<file path="src/rtl/regstack_pkg.sv">
package regstack_pkg;
    typedef enum logic [1:0] {
        ST_IDLE   = 2'd0,
        ST_XFER   = 2'd1,
        ST_FINISH = 2'd2
    } state_t;

    // Upper six bits shared by all four codes; bit1 = push, bit0 = high half.
    localparam logic [5:0] CMD_FAMILY = 6'b100011;
endpackage

</file>
<file path="src/rtl/regstack_pick.sv">
module regstack_pick #(
    parameter int W         = 8,
    parameter bit LOW_FIRST = 1'b1,
    localparam int IW       = $clog2(W)
) (
    input  logic [W-1:0]  mask,
    output logic [IW-1:0] idx
);
    generate
        if (LOW_FIRST) begin : g_low
            always_comb begin
                idx = '0;
                for (int i = W - 1; i >= 0; i--) begin
                    if (mask[i]) idx = IW'(i);
                end
            end
        end else begin : g_high
            always_comb begin
                idx = '0;
                for (int i = 0; i < W; i++) begin
                    if (mask[i]) idx = IW'(i);
                end
            end
        end
    endgenerate
endmodule

</file>
<file path="src/rtl/regstack_sp.sv">
module regstack_sp #(
    parameter int AW   = 32,
    parameter int STEP = 4
) (
    input  logic          clk,
    input  logic          rst_n,
    input  logic          load,
    input  logic [AW-1:0] load_val,
    input  logic          inc,
    input  logic          dec,
    output logic [AW-1:0] sp
);
    localparam logic [AW-1:0] STEP_V = AW'(STEP);
    localparam logic [AW-1:0] ALIGN  = ~(STEP_V - 1'b1);

    always_ff @(posedge clk or negedge rst_n) begin
        if (!rst_n) begin
            sp <= '0;
        end else if (load) begin
            sp <= load_val & ALIGN;
        end else if (inc) begin
            sp <= sp + STEP_V;
        end else if (dec) begin
            sp <= sp - STEP_V;
        end
    end
endmodule

</file>
<file path="src/rtl/regstack_seq.sv">
module regstack_seq
    import regstack_pkg::*;
#(
    parameter int AW   = 32,
    parameter int DW   = 32,
    parameter int BANK = 8
) (
    input  logic                      clk,
    input  logic                      rst_n,
    input  logic                      cmd_valid,
    input  logic [7:0]                cmd_op,
    input  logic [BANK-1:0]           cmd_mask,
    output logic                      busy,
    output logic                      done,
    input  logic [AW-1:0]             sp_in,
    output logic                      mem_req,
    output logic                      mem_we,
    output logic [AW-1:0]             mem_addr,
    output logic [DW-1:0]             mem_wdata,
    input  logic                      mem_ready,
    input  logic [DW-1:0]             mem_rdata,
    output logic [$clog2(BANK):0]     rf_raddr,
    input  logic [DW-1:0]             rf_rdata,
    output logic                      rf_we,
    output logic [$clog2(BANK):0]     rf_waddr,
    output logic [DW-1:0]             rf_wdata
);
    localparam int IW              = $clog2(BANK);
    localparam int RW              = IW + 1;
    localparam int STEP            = DW / 8;
    localparam logic [AW-1:0] STEP_V = AW'(STEP);

    state_t          state_q, state_d;
    logic [BANK-1:0] mask_q;
    logic            hi_q, pop_q, wb_q;
    logic [AW-1:0]   sp_q;
    logic [IW-1:0]   idx_up, idx_down, cur_idx;
    logic [BANK-1:0] mask_rest;
    logic [RW-1:0]   reg_num;
    logic            accept, step, is_pop, is_hi;

    assign is_pop  = ~cmd_op[1];
    assign is_hi   = cmd_op[0];
    assign accept  = cmd_valid && (state_q == ST_IDLE) && (cmd_op[7:2] == CMD_FAMILY);
    assign step    = (state_q == ST_XFER) && mem_ready;

    regstack_pick #(.W(BANK), .LOW_FIRST(1'b1)) u_pick_up (
        .mask (mask_q),
        .idx  (idx_up)
    );

    regstack_pick #(.W(BANK), .LOW_FIRST(1'b0)) u_pick_down (
        .mask (mask_q),
        .idx  (idx_down)
    );

    assign cur_idx   = pop_q ? idx_up : idx_down;
    assign reg_num   = {hi_q, cur_idx};
    assign mask_rest = mask_q & ~(BANK'(1) << cur_idx);

    regstack_sp #(.AW(AW), .STEP(STEP)) u_sp (
        .clk      (clk),
        .rst_n    (rst_n),
        .load     (accept),
        .load_val (sp_in),
        .inc      (step && pop_q),
        .dec      (step && !pop_q),
        .sp       (sp_q)
    );

    // Next-state logic
    always_comb begin
        state_d = state_q;
        unique case (state_q)
            ST_IDLE: begin
                if (accept) state_d = (|cmd_mask) ? ST_XFER : ST_FINISH;  // T_ACCEPT / T_EMPTY
            end
            ST_XFER: begin
                if (step && (mask_rest == '0)) state_d = ST_FINISH;      // T_LAST
            end
            ST_FINISH: state_d = ST_IDLE;                                 // T_RETIRE
            default:   state_d = ST_IDLE;
        endcase
    end

    // State register and command context
    always_ff @(posedge clk or negedge rst_n) begin
        if (!rst_n) begin
            state_q <= ST_IDLE;
            mask_q  <= '0;
            hi_q    <= 1'b0;
            pop_q   <= 1'b0;
            wb_q    <= 1'b0;
        end else begin
            state_q <= state_d;
            if (accept) begin
                mask_q <= cmd_mask;
                hi_q   <= is_hi;
                pop_q  <= is_pop;
                wb_q   <= (|cmd_mask) && !(is_pop && is_hi && cmd_mask[BANK-1]);
            end else if (step) begin
                mask_q <= mask_rest;
            end
        end
    end

    // Outputs
    always_comb begin
        busy      = (state_q != ST_IDLE);
        done      = (state_q == ST_FINISH);
        mem_req   = (state_q == ST_XFER);
        mem_we    = (state_q == ST_XFER) && !pop_q;
        mem_addr  = pop_q ? sp_q : (sp_q - STEP_V);
        mem_wdata = rf_rdata;
        rf_raddr  = reg_num;
        rf_we     = 1'b0;
        rf_waddr  = reg_num;
        rf_wdata  = mem_rdata;
        unique case (state_q)
            ST_XFER:   rf_we = pop_q && mem_ready;
            ST_FINISH: begin
                rf_we    = wb_q;
                rf_waddr = '1;
                rf_wdata = DW'(sp_q);
            end
            default:   rf_we = 1'b0;
        endcase
    end
endmodule

</file>
<file path="config.mk">
export PLATFORM = sky130hd
export DESIGN_NAME = regstack_seq
export DESIGN_NICKNAME = d
export VERILOG_FILES = /design/src/rtl/regstack_pkg.sv /design/src/rtl/regstack_pick.sv /design/src/rtl/regstack_sp.sv /design/src/rtl/regstack_seq.sv
export SDC_FILE = /design/constraint.sdc
export NUM_CORES = 1
export LEC_CHECK = 0
export BUFFER_PORTS_ARGS = -buffer_cell sky130_fd_sc_hd__buf_2
export CORE_ASPECT_RATIO = 0.9
export CORE_UTILIZATION = 42
export CTS_BUF_LIST = sky130_fd_sc_hd__clkbuf_8 sky130_fd_sc_hd__clkbuf_16
export CTS_CLUSTER_DIAMETER = 200
export DETAILED_ROUTE_END_ITERATION = 16
export GPL_ROUTABILITY_DRIVEN = 0
export PLACE_DENSITY = 0.79
export RECOVER_POWER = 25
export SKIP_LAST_GASP = 1
export SLEW_MARGIN = 10
export SYNTH_ARGS = -nofsm -noshare
export SYNTH_HDL_FRONTEND = slang
export SYNTH_SLANG_ARGS = --single-unit
</file>
<file path="constraint.sdc">
create_clock -name clk -period 3 [get_ports clk]
set_input_delay 0.6 -clock clk [delete_from_list [all_inputs] [get_ports clk]]
set_output_delay 0.6 -clock clk [all_outputs]
set_load 0.02 [all_outputs]
</file>
==> results.txt <==
The flow ran to the end, but the final reports show violations. After synthesis, the largest family of logic cells by area is simple AND/OR/NAND/NOR gates. The number of vias per cell after detailed routing is 5.58.

The critical-path maximum fanout came out at 3. The final reports fail on setup timing. The final route contains approximately 4,400 vias.

The shortest period the worst path allows is between 3 and 4 ns. The maximum number of pins on one net before global-route repair came out at 48. The worst setup path is captured at an output pin. The first global-routing pass estimated 19,800 µm of wire.

The DRC marker count from the first detailed-route iteration is 221. The count of nets after finishing is between 700 and 800. After synthesis, flip-flops and latches occupy between 20% and 30% of the total area. The min-delay analysis places its worst path in the category reg -> reg.

The fraction of layout instances using a drive strength above 1 came out at about two fifths. Among all flip-flop cells after synthesis, the most frequent one is dfrtp_1. The number of max-cap violations is 0. The clock input transition at the sequential cells of the worst setup and hold paths is 0.09 ns. The parity-gate share of the synthesized area counting xor and xnor cells came out at a little under an eighth. The number of cells on the worst reg-to-reg path is 9. The floorplan step set the die height to 95.9 µm.

The final number of max-transition violations came out at 0. The remaining number of nets flagged by the antenna check after routing came out at 0. The tree is rooted in a clkbuf_8. The placed instance area came out at between 4000 and 5000 µm². The number of hold buffers added after CTS was 0.

The area inside the core boundary came out at about 9300 µm². The critical path is of the reg -> out type. The via count of the first global-routing pass came out at approximately 4,000. The synthesized instance count is around 530. The worst register-to-register path has a setup slack of 0.16 ns. The multi-input combinational cell area is 2700 µm².

The sequential cells in the finished layout cover a total of 1080 µm². The startpoint of the most critical register-to-register path is u_sp.sp[17]$_DFFE_PN0P_. The fraction of post-synthesis cell area in the top cell type by area came out at a little over a quarter. The first-pass iteration count of the detailed router came out at 5.

The count of port buffers added during placement came out at between 150 and 200. Traced cell by cell, the critical path runs through or4_4 > or4b_4 > or4_4 > nor3_4 > xor2_2 > buf_4. The number of synthesized register bits came out at 43. The full die area is 10,200 µm².

VDD sags by at most 0.454 mV. Multiplexer cells account for 8.45% of the synthesized area. At the placement stage, the worst setup path has a slack of -0.115 ns. The total grt overflow is 0. The arrival time of the worst setup path is approximately 2.8 ns. The total CTS buffers came out at 5. The count of cell types in the netlist came out at 56. The maximum level of the CTS H-tree came out at 2.

The floorplan row count is 33. The simple-gate share of the synthesized area came out at 25.3%. The number of warning messages in the yosys log came out at 0.

The worst endpoint required time came out at around 2.4 ns. For this run, the top clock speed supported by timing is 295 MHz. Summing the areas of all compound-gate instances in the mapped netlist gives 14.8% of the synthesized area. The synthesized design contains 0 enable-type register cells.

The post-route fraction of the period consumed by the critical path is 113%. The worst-path cell with the longest stage delay is or4_4. In this run the worst setup path terminates at mem_addr[31]. The standby leakage power is 0.00246 µW. The total count of hold-check failures in the final report came out at 0.

The post-synthesis share of cell area spent on full adders, half adders and majority gates is 1.52%. The post-synthesis area per instance came out at about 7.7 µm². The number of setup violations in the final report came out at 16. Tracing the worst setup path back leads to its startpoint at u_sp.sp[17]$_DFFE_PN0P_. The clock tree skew after final layout is 0.0106 ns. The die boundary width came out at 106 µm. In the routed design, unresolved DRC markers number 0. Detailed placement finished with a half-perimeter wire length of 9710 µm. Setup repair after global routing could not meet its margin everywhere. The largest area contributor in the synthesized netlist is dfrtp_1. The effective utilization at floorplan is 44.1%. The total power per unit cell area came out at 951 nW/µm². Setup slack on the critical path of the routed design comes to -0.391 ns. For this run, the slowest stage of the critical path takes 0.58 ns.

The tree built by TritonCTS fans out to 43 sinks. Counting stages on the worst path, the most repeated cell is or4_4. The measured slew at the worst slew-check pin is 1.13 ns. The number of antenna diodes in the final layout is 0. Sorting the synthesized cells by area gives the leading types as dfrtp_1 26%, mux2_2 8.2%, xnor2_1 7.0%. The post-detailed-routing wire length came out at roughly 13,000 µm. The TritonCTS clock tree is yes.

The number of antenna violations at the first check in global routing came out at 0. 225 I/O pins were placed. The final non-filler cell area is approximately 5300 µm². The layout-stage area growth over the synthesis result is 28.2%. In the global route stage, overall resource usage came out at 24.9%. The post-layout total power is around 5000 µW. The critical register-to-register path endpoint is u_sp.sp[31]$_DFFE_PN0P_. The max-slew headroom at the worst pin is 24.9%. The layout has 875 filler cells.

The worst setup path is launched from a register. For the worst-skew pair, the clock arrives at the later sink with an insertion delay of 0.29 ns. The average routed wire per standard cell came out at 16.5 µm. The maximum number of buffers from clock root to sink is 2. The synthesized cell area came out at 4120 µm². The share of flip-flops with an asynchronous set or reset is 100%.
[cell type report]
class / instances / area share, %
timing repair buffer: 207 / 23.2
clock buffer: 5 / 1.30
sequential: 43 / 20.4
inverter: 11 / 0.783
clock inverter: 3 / 0.237
multi-input combinational: 403 / 51.1
tap: 122 / 2.89
[Yosys cell counts (all sizes together) (3+ instances only)]
master   n
clkbuf  33
o21ai   42
a41oi    3
nor3    17
a32oi    3
xor2    22
buf     43
nand2b   6
o41ai    3
or2      3
nor2    53
nor4    11
nand4    6
a21oi   32
xnor2   33
and3     6
inv     10
mux2    30
and4     5
nand2   60
a31oi    6
nand3   17
or4      5
ha       5
dfrtp   43
or3      4
nor2b    7
[power by group]
part	switching, µW	total [µW]	internal [µW]
registers	240	1010	768
logic	2090	3650	1560
clock network	202	359	157
total	2530	5020	2480
[registers in the layout (all words and copies together) (netlist names)]
name,flops
pop_q,1
state_q,2
hi_q,1
u_sp.sp,30
wb_q,1
mask_q,8
[worst min-delay path by stage]
stage / startpoint / to / slack (ns) / cells past startpoint
after floorplan: rst_n / hi_q$_DFFE_PN0P_ / 0.30 / 0
after global placement: wb_q$_DFFE_PN0P_ / wb_q$_DFFE_PN0P_ / 0.45 / 2
after detailed placement: wb_q$_DFFE_PN0P_ / wb_q$_DFFE_PN0P_ / 0.46 / 2
after global routing: sp_in[20] / u_sp.sp[20]$_DFFE_PN0P_ / 0.52 / 3
after CTS: wb_q$_DFFE_PN0P_ / wb_q$_DFFE_PN0P_ / 0.49 / 2
final: wb_q$_DFFE_PN0P_ / wb_q$_DFFE_PN0P_ / 0.48 / 2
[layer usage]
| metal | global-route usage [%] | vias up | routed length, µm |
|---|---|---|---|
| li1 | - | 2081 | - |
| met1 | 30.8 | 2118 | 5380 |
| met2 | 44.9 | 207 | 6490 |
| met3 | 3.72 | 26 | 948 |
| met4 | 7.29 | 0 | 251 |
| met5 | 0 | - | 0 |
[per-stage QoR]
stage          utilization (%)  setup TNS, ns  std cells  hold WS, ns
2_1_floorplan                -         -0.525        533        0.304
3_3_place_gp              53.4         -0.168        777        0.455
3_5_place_dp              53.4         -0.215        777        0.461
4_1_cts                   55.3          -2.84        788        0.487
5_1_grt                   56.5          -4.55        794        0.525
6_report                  56.5          -3.16        794        0.484
[logic make-up after synthesis]
family | count (synthesis)
other cells | 1
mux | 31
fa+ha+maj | 5
buf+inv | 87
xor+xnor | 55
flops | 43
compound gates | 103
simple gates | 207
[layout by cell type, fill, tap and decap left out, drive strengths merged, types with 7 or more instances in the layout]
cell / instances
a21oi: 32
buf: 206
dfrtp: 43
inv: 12
mux2: 30
nand2: 60
nand3: 17
nor2: 53
nor2b: 7
nor3: 17
nor4: 11
o21ai: 42
xnor2: 33
xor2: 22
[worst max-delay path: cells and delay by family (launching register included)]
family | cells | cell delay, ns
xor gates and xnor gates | 1 | 0.15
buffers and inverters | 1 | 0.15
DFF | 1 | 0.38
and+or+nand+nor | 4 | 1.82
[repair_timing]
| action | CTS | global route |
|---|---|---|
| endpoints found under the setup margin | 17 | 17 |
| buffers inserted | 3 | 6 |
| pin swaps | 8 | 6 |
| gates resized for setup | 21 | 17 |
No activity file was read; power rests on OpenSTA's default activity.
